--- config.mk ---
export PLATFORM = sky130hd
export DESIGN_NAME = seg_priv_check
export DESIGN_NICKNAME = d
export VERILOG_FILES = /design/src/rtl/seg_priv_pkg.sv /design/src/rtl/sel_split.sv /design/src/rtl/priv_judge.sv /design/src/rtl/seg_priv_check.sv
export SDC_FILE = /design/constraint.sdc
export NUM_CORES = 1
export LEC_CHECK = 0
export ABC_AREA = 1
export BUFFER_PORTS_ARGS = -buffer_cell sky130_fd_sc_hd__buf_2
export CAP_MARGIN = 20
export CORE_UTILIZATION = 40
export CTS_CLUSTER_DIAMETER = 200
export DETAILED_ROUTE_END_ITERATION = 12
export PLACE_DENSITY = 0.7
export SLEW_MARGIN = 25
export SYNTH_ARGS = -nofsm -noshare
export SYNTH_HDL_FRONTEND = slang
export SYNTH_HIERARCHICAL = 1
export SYNTH_SLANG_ARGS = --single-unit
--- constraint.sdc ---
create_clock -name clk -period 5 [get_ports clk]
set_clock_uncertainty 0.2 [all_clocks]
set_input_delay 0.25 -clock clk [delete_from_list [all_inputs] [get_ports clk]]
set_output_delay 0.25 -clock clk [all_outputs]
set_load 0.005 [all_outputs]
--- src/rtl/seg_priv_pkg.sv ---
package seg_priv_pkg;
    typedef enum logic [2:0] {
        KIND_DATA   = 3'd0,
        KIND_FARJMP = 3'd1,
        KIND_SWINT  = 3'd2,
        KIND_HWEVT  = 3'd3,
        KIND_GATE   = 3'd4
    } load_kind_e;
endpackage

--- src/rtl/sel_split.sv ---
module sel_split #(
    parameter int SEL_W = 16,
    parameter int PL_W  = 2,
    localparam int IDX_W = SEL_W - PL_W - 1
) (
    input  logic [SEL_W-1:0] sel_i,
    output logic [IDX_W-1:0] index_o,
    output logic             tbl_local_o,
    output logic [PL_W-1:0]  rpl_o
);
    always_comb begin
        index_o     = sel_i[SEL_W-1:PL_W+1];
        tbl_local_o = sel_i[PL_W];
        rpl_o       = sel_i[PL_W-1:0];
    end
endmodule

--- src/rtl/priv_judge.sv ---
module priv_judge
    import seg_priv_pkg::*;
#(
    parameter int PL_W = 2
) (
    input  logic [2:0]      kind_i,
    input  logic [PL_W-1:0] cpl_i,
    input  logic [PL_W-1:0] rpl_i,
    input  logic [PL_W-1:0] dpl_i,
    output logic            permit_o,
    output logic            set_cpl_o,
    output logic [PL_W-1:0] cpl_new_o
);
    logic [PL_W-1:0] lowest;

    always_comb begin
        lowest    = (cpl_i < rpl_i) ? cpl_i : rpl_i;
        permit_o  = 1'b0;
        set_cpl_o = 1'b0;
        cpl_new_o = cpl_i;
        case (kind_i)
            KIND_DATA, KIND_SWINT: begin
                permit_o = (lowest <= dpl_i);
            end
            KIND_FARJMP: begin
                permit_o  = (lowest <= dpl_i);
                set_cpl_o = permit_o;
                cpl_new_o = rpl_i;
            end
            KIND_HWEVT: begin
                permit_o = 1'b1;
            end
            KIND_GATE: begin
                permit_o  = 1'b1;
                set_cpl_o = 1'b1;
                cpl_new_o = dpl_i;
            end
            default: begin
                permit_o = 1'b0;
            end
        endcase
    end
endmodule

--- src/rtl/seg_priv_check.sv ---
module seg_priv_check
    import seg_priv_pkg::*;
#(
    parameter int SEL_W = 16,
    parameter int PL_W  = 2,
    localparam int IDX_W = SEL_W - PL_W - 1
) (
    input  logic             clk,
    input  logic             rst_n,
    input  logic             req_valid_i,
    input  logic [SEL_W-1:0] sel_i,
    input  logic [PL_W-1:0]  dpl_i,
    input  logic [2:0]       kind_i,
    output logic [IDX_W-1:0] index_o,
    output logic             tbl_local_o,
    output logic             grant_o,
    output logic             fault_o,
    output logic [PL_W-1:0]  cpl_o
);
    typedef struct packed {
        logic [IDX_W-1:0] index;
        logic             tbl_local;
        logic             grant;
        logic             fault;
        logic [PL_W-1:0]  cpl;
    } state_t;

    state_t st_d, st_q;

    logic [IDX_W-1:0] idx_w;
    logic             tbl_w;
    logic [PL_W-1:0]  rpl_w;
    logic             permit_w;
    logic             set_cpl_w;
    logic [PL_W-1:0]  cpl_new_w;

    sel_split #(.SEL_W(SEL_W), .PL_W(PL_W)) i_split (
        .sel_i       (sel_i),
        .index_o     (idx_w),
        .tbl_local_o (tbl_w),
        .rpl_o       (rpl_w)
    );

    priv_judge #(.PL_W(PL_W)) i_judge (
        .kind_i    (kind_i),
        .cpl_i     (st_q.cpl),
        .rpl_i     (rpl_w),
        .dpl_i     (dpl_i),
        .permit_o  (permit_w),
        .set_cpl_o (set_cpl_w),
        .cpl_new_o (cpl_new_w)
    );

    always_comb begin
        st_d       = st_q;
        st_d.grant = 1'b0;
        st_d.fault = 1'b0;
        if (req_valid_i) begin
            st_d.index     = idx_w;
            st_d.tbl_local = tbl_w;
            st_d.grant     = permit_w;
            st_d.fault     = !permit_w;
            if (permit_w && set_cpl_w) begin
                st_d.cpl = cpl_new_w;
            end
        end
    end

    always_ff @(posedge clk) begin
        if (!rst_n) begin
            st_q <= '0;
        end else begin
            st_q <= st_d;
        end
    end

    assign index_o     = st_q.index;
    assign tbl_local_o = st_q.tbl_local;
    assign grant_o     = st_q.grant;
    assign fault_o     = st_q.fault;
    assign cpl_o       = st_q.cpl;

    a_r8_one_pulse: assert property (@(posedge clk) disable iff (!rst_n)
        req_valid_i |=> ($countones({grant_o, fault_o}) == 1));

    a_r8_idle_quiet: assert property (@(posedge clk) disable iff (!rst_n)
        !req_valid_i |=> (!grant_o && !fault_o));

    a_r9_fault_holds_cpl: assert property (@(posedge clk) disable iff (!rst_n)
        (req_valid_i && !grant_o && !fault_o) ##1 fault_o |-> $stable(cpl_o));

    a_r5_hw_granted: assert property (@(posedge clk) disable iff (!rst_n)
        (req_valid_i && kind_i == KIND_HWEVT) |=> grant_o);

    a_r6_gate_level: assert property (@(posedge clk) disable iff (!rst_n)
        (req_valid_i && kind_i == KIND_GATE) |=> (grant_o && cpl_o == $past(dpl_i)));

    a_r4_rpl_within: assert property (@(posedge clk) disable iff (!rst_n)
        (req_valid_i && kind_i <= KIND_SWINT && sel_i[PL_W-1:0] <= dpl_i) |=> grant_o);

    a_r1_index: assert property (@(posedge clk) disable iff (!rst_n)
        req_valid_i |=> (index_o == $past(sel_i[SEL_W-1:PL_W+1])));

    a_r10_reserved: assert property (@(posedge clk) disable iff (!rst_n)
        (req_valid_i && kind_i > KIND_GATE) |=> fault_o);
endmodule

Word level (Yosys, flattened, before mapping) --
Cells that the tools add are included.
Word-level totals: register bits after elaboration 18, input port bits 24, output and inout port bits 18, logic and storage cells 23
Cells by class: order comparisons 2, equal/unequal tests 4, mux-type cells 4, reduce and logical (&&, ||, !) cells 8
Operators by type and width (number):
- == test 3 x 2 -> 1 bit, second input constant | 2
- case mux 1 bit (2 select lines) | 2
- case mux 2 bit (2 select lines) | 1
- == test 3 x 1 -> 1 bit, second input constant | 1
- == test 3 bit, second input constant | 1
- logical NOT 3 bit | 1
- AND reduction 3 bit | 1
- OR reduction 3 bit | 1
- <= comparator 2 bit | 1
- less-than comparator 2 bit | 1
- 2-to-1 mux 2 bit | 1
- AND reduction 2 bit | 1
- nonzero test 2 bit | 1
- OR reduction 2 bit | 1
- logical AND 1 bit | 1
- logical NOT 1 bit | 1

Logic depth before layout (Yosys ltp) --
Gate-level depths: netlist of the first run.
depth in word-level cells 6, depth in mapped cells 14, gate-level depth less buffers 13

Modules after synthesis --
Netlist of the first run, hierarchy kept.
By module, submodules not included:
- seg_priv_check | instances 1, cells each 79, area each 626.9 µm², sequential area each 360.3 µm²
- priv_judge | instances 1, cells each 36, area each 190.2 µm², sequential area each 0.0 µm²
- sel_split | instances 1, cells each 16, area each 120.1 µm², sequential area each 0.0 µm²

Worst setup path before layout of the first run --
Ideal clock, no wire load.
kind input port to flip-flop, from in sel_i[1], to reg st_q, in the netlist cpl_o[0], library setup time 113 ps, arrival time 1555 ps, required time 4687 ps, setup slack 3132 ps, cell stages on the path 13, buffers on the path 1, cells stage by stage buf_4 -> inv_1 -> ha_1 -> nor2_1 -> o22ai_1 -> ha_1 -> nand2_1 -> nand2_1 -> nand2_1 -> nand2_1 -> nand3_1 -> nor2_1 -> nor2_1
Between the ends: longest elaborated chain between the ends 6, elaborated cells between the ends (all ways) 7, classes of those cells 2 x order compare; 3 x mux; 2 x reduce/logical
RTL lines:
- start, declared | RTL line seg_priv_check.sv:11 | input logic [SEL_W-1:0] sel_i,
- less-than comparator 2 bit | RTL line priv_judge.sv:17 | lowest = (cpl_i < rpl_i) ? cpl_i : rpl_i;
- 2-to-1 mux 2 bit * | RTL line priv_judge.sv:17
- <= comparator 2 bit * | RTL line priv_judge.sv:23, priv_judge.sv:26
- case mux 1 bit (2 select lines) * | RTL line priv_judge.sv:21 | case (kind_i)
- net permit_w | RTL line seg_priv_check.sv:33 | logic permit_w;
- logical AND 1 bit * | RTL line seg_priv_check.sv:63 | if (permit_w && set_cpl_w) begin
- AND reduction 3 bit (no source line) *
- end signal, assigned | RTL line seg_priv_check.sv:73 | st_q <= st_d;
- end, declared | RTL line seg_priv_check.sv:28 | state_t st_d, st_q;
Mark *: on every way through the listed nets, which the timed path passes. The rest lies on a longest branch. A chain may end at the register's enable or synchronous reset.

Worst setup path after layout of the first run --
from reg st_q, in the netlist cpl_o[1], to reg st_q, in the netlist cpl_o[0]
Between the ends: longest elaborated chain between the ends 6, elaborated cells between the ends (all ways) 7, classes of those cells 2 x order compare; 3 x mux; 2 x reduce/logical
RTL lines (RTL line):
- less-than comparator 2 bit | priv_judge.sv:17
- 2-to-1 mux 2 bit * | priv_judge.sv:17
- <= comparator 2 bit * | priv_judge.sv:23, priv_judge.sv:26
- case mux 1 bit (2 select lines) * | priv_judge.sv:21
- net permit_w | seg_priv_check.sv:33
- logical AND 1 bit * | seg_priv_check.sv:63
- AND reduction 3 bit (no source line) *
Marks and branches as above.

==> results.json, run 1 <==
{
  "worst-r2r-cell-count": 11,
  "period_share_pct": 41.8,
  "drt-wirelength-per-cell_um": 10.0,
  "timing.critical_path.max_delay_family": "simple AND/OR/NAND/NOR gates",
  "grt_usage_pct": 17.5,
  "start_util_pct": 42.4,
  "global_route_wire_length_before_repair_um": 3370,
  "crit_path_max_incr_delay_ps": 430,
  "place_area_um2": 1030,
  "cts_root_buffer": "sky130_fd_sc_hd__clkbuf_4",
  "synth.cell_area_um2": 937,
  "report.final.setup_viol": 0,
  "p_int_w": 0.000227,
  "overflow": 0,
  "io_pins": 42,
  "synthToLayoutAreaGrowth_pct": 29.1,
  "global_route_track_usage_on_met3_pct": 5.15,
  "crit_required_ps": 4990,
  "synthesis.area_per_instance_um2": 7.15,
  "groute.layer.met1.usage_pct": 18.5,
  "power_switching_w": 0.0000751,
  "fmax_mhz": 479,
  "timing.hold.worst.class": "primary input to flop",
  "core_region_area_um2": 2210,
  "worst_slew_pin_slew_ps": 284,
  "leakage_nw": 0.662,
  "critPathArrivalTime_ps": 2070,
  "crit_path_end": "cpl_o[0]",
  "final.setup.worst_slack_ps": 2910,
  "fill_cells": 215,
  "grt_pass1_vias": 844,
  "pre_cts_slack_ps": 2950,
  "fin_tns_setup_ps": 0,
  "cts_repair_resize_count": 0,
  "h-tree-depth": 1,
  "power.ir.vdd_worst_v": 0.000245,
  "synth.lib_cells_used.distinct": 17,
  "clock_tree_from_tritoncts": "done",
  "postSynthCellCount": 131,
  "start_kind": "flop",
  "grt_most_used_layer": "met2",
  "cts.reportedPaths.clkPinSlew_ps": 100,
  "cap_violations": 0,
  "buffer_ports.inserted": 41,
  "regToRegStartpoint": "cpl_o[1]",
  "die-height_um": 50.4,
  "drt_iter0_drc": 21,
  "antenna_violating_nets_left": 0,
  "placement_rows": 17,
  "gp_congestion": 0.948,
  "powerDensity_nw_per_um2": 249,
  "path_max_fanout": 5,
  "post_drt_via_cell_ratio": 4.61,
  "finalCriticalPeriod_ps": 2090,
  "cpMostUsedCell": "sky130_fd_sc_hd__nand2_1",
  "critPathSlowestCell": "sky130_fd_sc_hd__dfxtp_1",
  "die_x_um": 50.4,
  "switching_share_pct": 24.9,
  "dpl_hpwl_um": 1390,
  "max-clock-path-buffers": 2,
  "drc": 0,
  "cts_made_buffers": 3,
  "synth_sequential_area_ratio_pct": 38.5,
  "layout.cells.non_filler": 199,
  "worst_setup_path_end_kind": "flop",
  "crit_cells": 11,
  "report.final.hold_viol_count": 0,
  "slew_viol_final": 0,
  "clock_sink_count": 18,
  "layout.nets": 200,
  "dpl.cell_count": 181,
  "p_seq_share_pct": 52.1,
  "rsz0062_at_grt": "false",
  "stdcell_area_um2": 1210,
  "reg2reg_slack_ps": 2910,
  "yosysWarnings": 6,
  "met2_usage_pct": 32.4,
  "fp.dieArea_um2": 2540,
  "slew_headroom_pct": 81.1,
  "antenna_violations_before_repair": 0,
  "reg2reg_to": "cpl_o[0]",
  "finalCoreUtilization_pct": 54.7,
  "path_buf_inv": 0,
  "synth_seq_cells": 18,
  "share_comb_of_total_power_pct": 19.2,
  "clk-insertion-delay-late_ps": 290,
  "outcome": "complete, no violations",
  "totalWireLength_um": 2000,
  "timing.setup.critical_path_class": "flop to flop",
  "post_route_cells_drive_above_1_share_pct": 27.5,
  "postCtsSetupBuffers": 0,
  "timing.critical_path.from": "cpl_o[1]",
  "drt-pass1-iter-count": 4,
  "min_from": "rst_n",
  "synth.net_count": 159,
  "worstPathCellList": "ha_1 > nor2_1 > o22ai_1 > ha_1 > nand2_1 > nand2_1 > nand2_1 > nand2_1 > nand3_1 > nor2_1 > nor2_1",
  "antenna-diode-count": 0,
  "clockPowerShare_pct": 28.7,
  "num_vias": 917,
  "grt_max_degree": 18
}
## sequential cells by signal (all words and copies together), names as in the netlist
signal	count
grant_o	1
index_o	13
fault_o	1
tbl_local_o	1
cpl_o	2
## cell usage after synthesis
cell type                  instances  area share [%]
sky130_fd_sc_hd__a21oi_1           1            0.53
sky130_fd_sc_hd__buf_4            17              14
sky130_fd_sc_hd__buf_6             1             1.2
sky130_fd_sc_hd__clkbuf_2          1            0.53
sky130_fd_sc_hd__dfxtp_1          18              38
sky130_fd_sc_hd__ha_1              4             5.3
sky130_fd_sc_hd__inv_1            11             4.4
sky130_fd_sc_hd__inv_2             1            0.40
sky130_fd_sc_hd__nand2_1          15             6.0
sky130_fd_sc_hd__nand3_1           6             3.2
sky130_fd_sc_hd__nand4_1           2             1.3
sky130_fd_sc_hd__nor2_1           36              14
sky130_fd_sc_hd__nor3_2            1             1.1
sky130_fd_sc_hd__o21ai_0          12             6.4
sky130_fd_sc_hd__o21ai_1           3             1.6
sky130_fd_sc_hd__o21bai_1          1            0.80
sky130_fd_sc_hd__o22ai_1           1            0.67
## cell usage in the layout, fill, tap and decap left out, types with 2 or more instances in the layout
cell type                       Yosys  final
sky130_fd_sc_hd__o21ai_1            3      3
sky130_fd_sc_hd__nand3_1            6      6
sky130_fd_sc_hd__nand2_1           15     15
sky130_fd_sc_hd__inv_1             11     11
sky130_fd_sc_hd__dfxtp_1           18     18
sky130_fd_sc_hd__ha_1               4      4
sky130_fd_sc_hd__o21ai_0           12     12
sky130_fd_sc_hd__nand4_1            2      2
sky130_fd_sc_hd__buf_2              0     41
sky130_fd_sc_hd__clkbuf_4           0      3
sky130_fd_sc_hd__nor2_1            36     36
sky130_fd_sc_hd__dlygate4sd3_1      0     14
## logic make-up after synthesis
logic type,Yosys count,synth area share (%)
and+or+nand+nor,60,26.0
adders and majority gates,4,5.34
buffers and inverters,31,20.2
DFF,18,38.5
AOI/OAI and AO/OA,18,10.0
## cell type report
class	count	area (um2)	area share, %
repair buffers	55	345	28.5
well taps	28	35.0	2.90
inverters	12	45.0	3.72
clock buffers	4	36.3	3.00
multi-input cells	82	388	32.1
flip-flops and latches	18	360	29.8
## what timing repair did
action,in CTS,in global routing
setup endpoints to repair,0,0
hold buffers,14,0
endpoints found under the hold margin,14,0
## metrics by stage
step,hold WS [ps],power [W]
final,108,0.000302
after global routing,127,0.000319
after CTS,104,0.000305
after detailed placement,282,0.000210
after global placement,263,0.000208
after floorplan,186,0.000196
## worst reg2reg max path, delay by kind of cell, from the launching register on
family,cells,cell delay (ps)
AOI/OAI and AO/OA,1,70
adders and majority gates,2,530
DFF,1,430
and+or+nand+nor,8,750
## per-layer routing
layer  up-vias  share of wire [%]  wire length (um)
met1       408                 41               820
met4         0                1.6                31
met2        28                 51              1020
li1        477                  -                 -
met3         4                6.1               122
met5         -                  0                 0
## worst min path at each step
stage | to | cells after the start
global placement | index_o[7] | 2
global route | grant_o | 3
CTS | cpl_o[1] | 3
detailed placement | index_o[10] | 3
floorplan | index_o[10] | 2
finish | cpl_o[1] | 3
## power groups by stage
stage | Sequential, W | Clock, W | Combinational [W]
after floorplan | 0.000161 | 0 | 0.0000342
after detailed placement | 0.000161 | 0 | 0.0000498
final | 0.000157 | 0.0000866 | 0.0000580
after global routing | 0.000158 | 0.0000946 | 0.0000662
after global placement | 0.000160 | 0 | 0.0000483
after CTS | 0.000157 | 0.0000889 | 0.0000582
No activity file was read; power rests on OpenSTA's default activity.
==> run 2, diff against run 1 <==
PLACE_DENSITY = 0.72   (was 0.7)
clock period = 1.9 ns   (was 5 ns; I/O delays follow)
==> run 2 against run 1 <==
Against the previous run:
- maximum frequency grew 12%
- global-route usage grew 3.7 points
- power grew to 2.9 times the previous value
- wire length grew 27%
- register-to-register slack lost 2900 ps
- sequential cell count is the same
- combinational power grew to 3.9 times the previous value
- highest routed layer unchanged
- sequential power grew to 2.6 times the previous value
- setup slack lost 2900 ps
- sequential share of layout area shrank 5.6 points
- critical endpoint is now cpl_o[1]
==> results.json, run 2 (synthesis results as in run 1) <==
{
  "max-clock-path-buffers": 2,
  "start_util_pct": 42.4,
  "drt-pass1-iter-count": 3,
  "fmax_mhz": 534,
  "antenna_violations_before_repair": 0,
  "antenna-diode-count": 0,
  "slew_headroom_pct": 78.6,
  "cts_root_buffer": "sky130_fd_sc_hd__clkbuf_4",
  "critPathSlowestCell": "sky130_fd_sc_hd__dfxtp_4",
  "grt_pass1_vias": 988,
  "synthToLayoutAreaGrowth_pct": 60.9,
  "start_kind": "flop",
  "powerDensity_nw_per_um2": 579,
  "timing.setup.critical_path_class": "flop to flop",
  "antenna_violating_nets_left": 0,
  "grt_max_degree": 18,
  "finalCoreUtilization_pct": 68.2,
  "worst_slew_pin_slew_ps": 318,
  "io_pins": 42,
  "final.setup.worst_slack_ps": 27.5,
  "dpl.cell_count": 182,
  "report.final.setup_viol": 0,
  "largest_register_ffs": 13,
  "crit_required_ps": 1890,
  "timing.hold.worst.class": "primary input to flop",
  "num_vias": 1033,
  "post_drt_via_cell_ratio": 4.70,
  "path_max_fanout": 4,
  "layout.nets": 221,
  "stdcell_area_um2": 1510,
  "slew_viol_final": 0,
  "place_area_um2": 1040,
  "most_frequent_cells_in_the_layout": "sky130_fd_sc_hd__buf_2 (40), sky130_fd_sc_hd__nor2_1 (35), sky130_fd_sc_hd__dlygate4sd3_1 (32)",
  "global_route_wire_length_before_repair_um": 4040,
  "clockPowerShare_pct": 26.9,
  "post_route_cells_drive_above_1_share_pct": 32.8,
  "clk-insertion-delay-late_ps": 290,
  "crit_path_max_incr_delay_ps": 370,
  "power.ir.vdd_worst_v": 0.000547,
  "layout_commonest_cell": "sky130_fd_sc_hd__buf_2",
  "clock_sink_count": 18,
  "cpMostUsedCell": "sky130_fd_sc_hd__nand2_2",
  "die_x_um": 50.4,
  "drc": 0,
  "switching_share_pct": 26.4,
  "share_comb_of_total_power_pct": 25.6,
  "rsz0062_at_grt": "true",
  "drt_iter0_drc": 11,
  "cts.reportedPaths.clkPinSlew_ps": 100,
  "layout.cells.non_filler": 220,
  "gp_congestion": 0.837,
  "worst_setup_path_end_kind": "flop",
  "fp.dieArea_um2": 2540,
  "cts_made_buffers": 3,
  "leakage_nw": 0.783,
  "cap_violations": 0,
  "worstPathCellList": "buf_6 > ha_4 > ha_4 > inv_2 > o21bai_1 > nand2_2 > nand2_2 > nand2_4 > nand3_4 > nand2_2 > nand2_1 > nor2_1",
  "holdWs_ps": 49.0,
  "p_seq_share_pct": 47.5,
  "finalCriticalPeriod_ps": 1870,
  "totalWireLength_um": 2530,
  "report.final.hold_viol_count": 0,
  "core_region_area_um2": 2210,
  "overflow": 0,
  "die-height_um": 50.4,
  "clock_tree_from_tritoncts": "done",
  "power_switching_w": 0.000231,
  "drt-wirelength-per-cell_um": 11.5,
  "h-tree-depth": 1,
  "pre_cts_slack_ps": -112,
  "period_share_pct": 98.6,
  "grt_usage_pct": 21.2,
  "buffer_ports.inserted": 41,
  "p_int_w": 0.000642,
  "dpl_hpwl_um": 1410,
  "critPathArrivalTime_ps": 1870,
  "placement_rows": 17,
  "outcome": "complete, no violations"
}
run 2: metrics by stage:
step | total power (W) | TNS, ps
final | 0.000873 | 0
after global routing | 0.000920 | -200
after CTS | 0.000851 | 0
after detailed placement | 0.000557 | -278
after global placement | 0.000551 | 0
after floorplan | 0.000515 | 0
run 2: cell type report:
cell class	instances	area, um2
timing repair buffer	76	558
inverter	12	45.0
fill	206	704
sequential	18	364
clock buffer	4	36.3
multi-input combinational	82	469
tap	28	35.0
run 2: power by group through the flow:
stage / registers (W) / logic, W / clock network (W)
after floorplan: 0.000425 / 0.0000900 / 0
after global placement: 0.000421 / 0.000129 / 0
after detailed placement: 0.000422 / 0.000135 / 0
after CTS: 0.000413 / 0.000201 / 0.000237
after global routing: 0.000418 / 0.000248 / 0.000255
final: 0.000415 / 0.000224 / 0.000235
run 2: worst max-delay path, delay by kind of cell (launching register included):
kind,cells,cell delay [ps]
adder cells (fa/ha/maj),2,410
AO/OA/AOI/OAI,1,160
flip-flops,1,370
buffers and inverters,2,150
AND/OR/NAND/NOR,7,470
run 2: worst paths after layout:
check             startpoint  endpoint  slack [ps]  cells past startpoint
setup / recovery    cpl_o[1]  cpl_o[1]          30                     12
hold / removal      sel_i[0]  cpl_o[0]          50                      5
setup reg to reg    cpl_o[1]  cpl_o[1]          30                     12
hold reg to reg     cpl_o[0]  cpl_o[0]         370                      4
run 2: timing repair:
action / CTS / global route
setup endpoints to repair: 4 / 12
pin swaps: 9 / 12
gates resized for setup: 7 / 14
hold buffers: 32 / 0
buffers inserted: 2 / 0
endpoints found under the hold margin: 18 / 0
run 2: metal layers:
metal	GRT usage [%]	vias to the layer above	wire length [um]
li1	-	520	-
met1	21.3	483	1060
met2	41.6	28	1360
met3	5.76	2	106
met4	6.48	0	8
met5	0	-	0
==> run 3, diff against run 2 <==
CELL_PAD_IN_SITES_DETAIL_PLACEMENT = 1   (was not set)
CELL_PAD_IN_SITES_GLOBAL_PLACEMENT = 1   (was not set)
CORE_UTILIZATION = 28   (was 40)
PLACE_DENSITY = not set   (was 0.72)
PLACE_DENSITY_LB_ADDON = 0.1   (was not set)
==> run 3 against run 2 <==
Against the previous run:
- the flow now finishes with violations (negative hold slack)
- cell area up 0.17%
- hold slack worse by 50 ps
- setup slack better by 21 ps
- non-clock buffer count down 1
- wire length up 5.4%
- critical endpoint is now cpl_o[0]
- critical path depth unchanged
- sequential power about the same
- via count down 3.3%
- combinational power down 3%
==> results.json, run 3 (synthesis results as in run 1) <==
{
  "totalWireLength_um": 2670,
  "rsz0062_at_grt": "true",
  "timing.hold.worst.class": "primary input to flop",
  "grt_max_degree": 18,
  "most_frequent_cells_in_the_layout": "sky130_fd_sc_hd__buf_2 (41), sky130_fd_sc_hd__nor2_1 (34), sky130_fd_sc_hd__dlygate4sd3_1 (30)",
  "h-tree-depth": 1,
  "path_max_fanout": 4,
  "period_share_pct": 97.4,
  "cap_violations": 0,
  "holdWs_ps": -1.22,
  "post_drt_via_cell_ratio": 4.25,
  "post_route_cells_drive_above_1_share_pct": 34.6,
  "cts.reportedPaths.clkPinSlew_ps": 100,
  "die-height_um": 59.9,
  "clock_sink_count": 18,
  "antenna-diode-count": 0,
  "fmax_mhz": 540,
  "synthToLayoutAreaGrowth_pct": 61.1,
  "power.ir.vdd_worst_v": 0.000280,
  "power.total_w": 0.000871,
  "layout_commonest_cell": "sky130_fd_sc_hd__buf_2",
  "largest_register_ffs": 13,
  "timing.critical_path.from": "cpl_o[1]",
  "overflow": 0,
  "die_x_um": 59.9,
  "outcome": "complete, but fails checks",
  "p_seq_share_pct": 47.6,
  "buffer_ports.inserted": 41,
  "gp_congestion": 0.739,
  "worst_setup_path_end_kind": "flop",
  "reg2reg_slack_ps": 50,
  "report.final.hold_viol_count": 1,
  "start_kind": "flop",
  "layout.nets": 220,
  "cts_made_buffers": 3,
  "clockPowerShare_pct": 27.3,
  "share_comb_of_total_power_pct": 25.1,
  "num_vias": 999,
  "slew_viol_final": 0,
  "max-clock-path-buffers": 2,
  "regToRegStartpoint": "cpl_o[1]",
  "cts_root_buffer": "sky130_fd_sc_hd__clkbuf_4",
  "timing.setup.critical_path_class": "flop to flop",
  "crit_required_ps": 1890,
  "drt-wirelength-per-cell_um": 11.4,
  "clock_tree_from_tritoncts": "done",
  "core_region_area_um2": 3100,
  "start_util_pct": 30.2,
  "antenna_violating_nets_left": 0,
  "global_route_wire_length_before_repair_um": 4400,
  "fill_cells": 409,
  "grt_usage_pct": 16.6,
  "dpl_hpwl_um": 1760,
  "critPathArrivalTime_ps": 1840,
  "p_int_w": 0.000639,
  "leakage_nw": 0.773,
  "power_switching_w": 0.000232,
  "slew_headroom_pct": 76.7,
  "report.final.setup_viol": 0,
  "drt_iter0_drc": 16,
  "switching_share_pct": 26.7,
  "antenna_violations_before_repair": 0,
  "worst_slew_pin_slew_ps": 345,
  "fp.dieArea_um2": 3580,
  "placement_rows": 20,
  "reg2reg_to": "cpl_o[0]",
  "crit_path_end": "cpl_o[0]",
  "powerDensity_nw_per_um2": 577,
  "violations": "negative hold slack",
  "finalCriticalPeriod_ps": 1850,
  "grt_pass1_vias": 1023,
  "io_pins": 42,
  "drt-pass1-iter-count": 2,
  "clk-insertion-delay-late_ps": 280,
  "worst-r2r-cell-count": 12,
  "drc": 0
}
==> run 3: power by group through the flow <==
stage	Combinational [W]	Sequential, W	Clock (W)
2_1_floorplan	0.0000900	0.000425	0
3_3_place_gp	0.000138	0.000421	0
3_5_place_dp	0.000143	0.000422	0
4_1_cts	0.000209	0.000414	0.000243
5_1_grt	0.000244	0.000418	0.000264
6_report	0.000218	0.000415	0.000238
==> run 3: worst max-delay path, cell delays in order, from the launching register on <==
cell	delay, ps
sky130_fd_sc_hd__dfxtp_2	350
sky130_fd_sc_hd__buf_4	150
sky130_fd_sc_hd__ha_4	160
sky130_fd_sc_hd__ha_4	250
sky130_fd_sc_hd__inv_1	30
sky130_fd_sc_hd__o21bai_1	150
sky130_fd_sc_hd__nand2_2	80
sky130_fd_sc_hd__nand2_2	80
sky130_fd_sc_hd__nand2_4	50
sky130_fd_sc_hd__nand3_4	110
sky130_fd_sc_hd__nand2_2	60
sky130_fd_sc_hd__nand2_2	50
sky130_fd_sc_hd__nor2_2	40
==> run 3: worst min-delay path by stage <==
stage                     slack [ps]  cells past startpoint  startpoint     endpoint
after global routing              20                      5    dpl_i[0]     cpl_o[0]
after global placement           120                      3   sel_i[12]   index_o[9]
after floorplan                   30                      2       rst_n  index_o[10]
after CTS                         20                      5    dpl_i[0]     cpl_o[0]
after detailed placement         130                      3    sel_i[9]   index_o[6]
final                             -1                      5    dpl_i[0]     cpl_o[0]
==> run 3: timing repair <==
item                       in CTS  in global routing
setup endpoints to repair       3                  4
hold endpoints to repair       18                  0
buffers inserted                1                  0
pin swaps                       9                 12
gates resized for setup         9                 10
gates cloned                    0                  0
hold buffers                   30                  0
==> run 3: per-stage QoR <==
step	util [%]	area (um2)	setup TNS, ps	instances	setup WS, ps
3_5_place_dp	34.7	1080	-183	200	-93.7
5_1_grt	48.7	1510	-143	235	-80.1
3_3_place_gp	34.7	1080	0	200	2.43
2_1_floorplan	-	937	0	131	34.8
4_1_cts	47.4	1470	-9.43	235	-9.43
6_report	48.7	1510	0	235	48.7
==> run 3: layer usage <==
layer / GRT usage, % / wire, um / up-vias
met5: 0 / 0 / -
met4: 3.99 / 8 / 0
met3: 4.33 / 114 / 2
met2: 30.8 / 1360 / 29
met1: 18.7 / 1190 / 451
li1: - / - / 517
==> run 3: cell type report <==
| type | count | area (um2) | area share, % |
|---|---|---|---|
| timing repair buffer | 75 | 536 | 35.5 |
| inverter | 12 | 45.0 | 2.98 |
| multi-input combinational | 82 | 477 | 31.6 |
| sequential | 18 | 362 | 23.9 |
| tap | 44 | 55.1 | 3.65 |
| clock buffer | 4 | 36.3 | 2.40 |
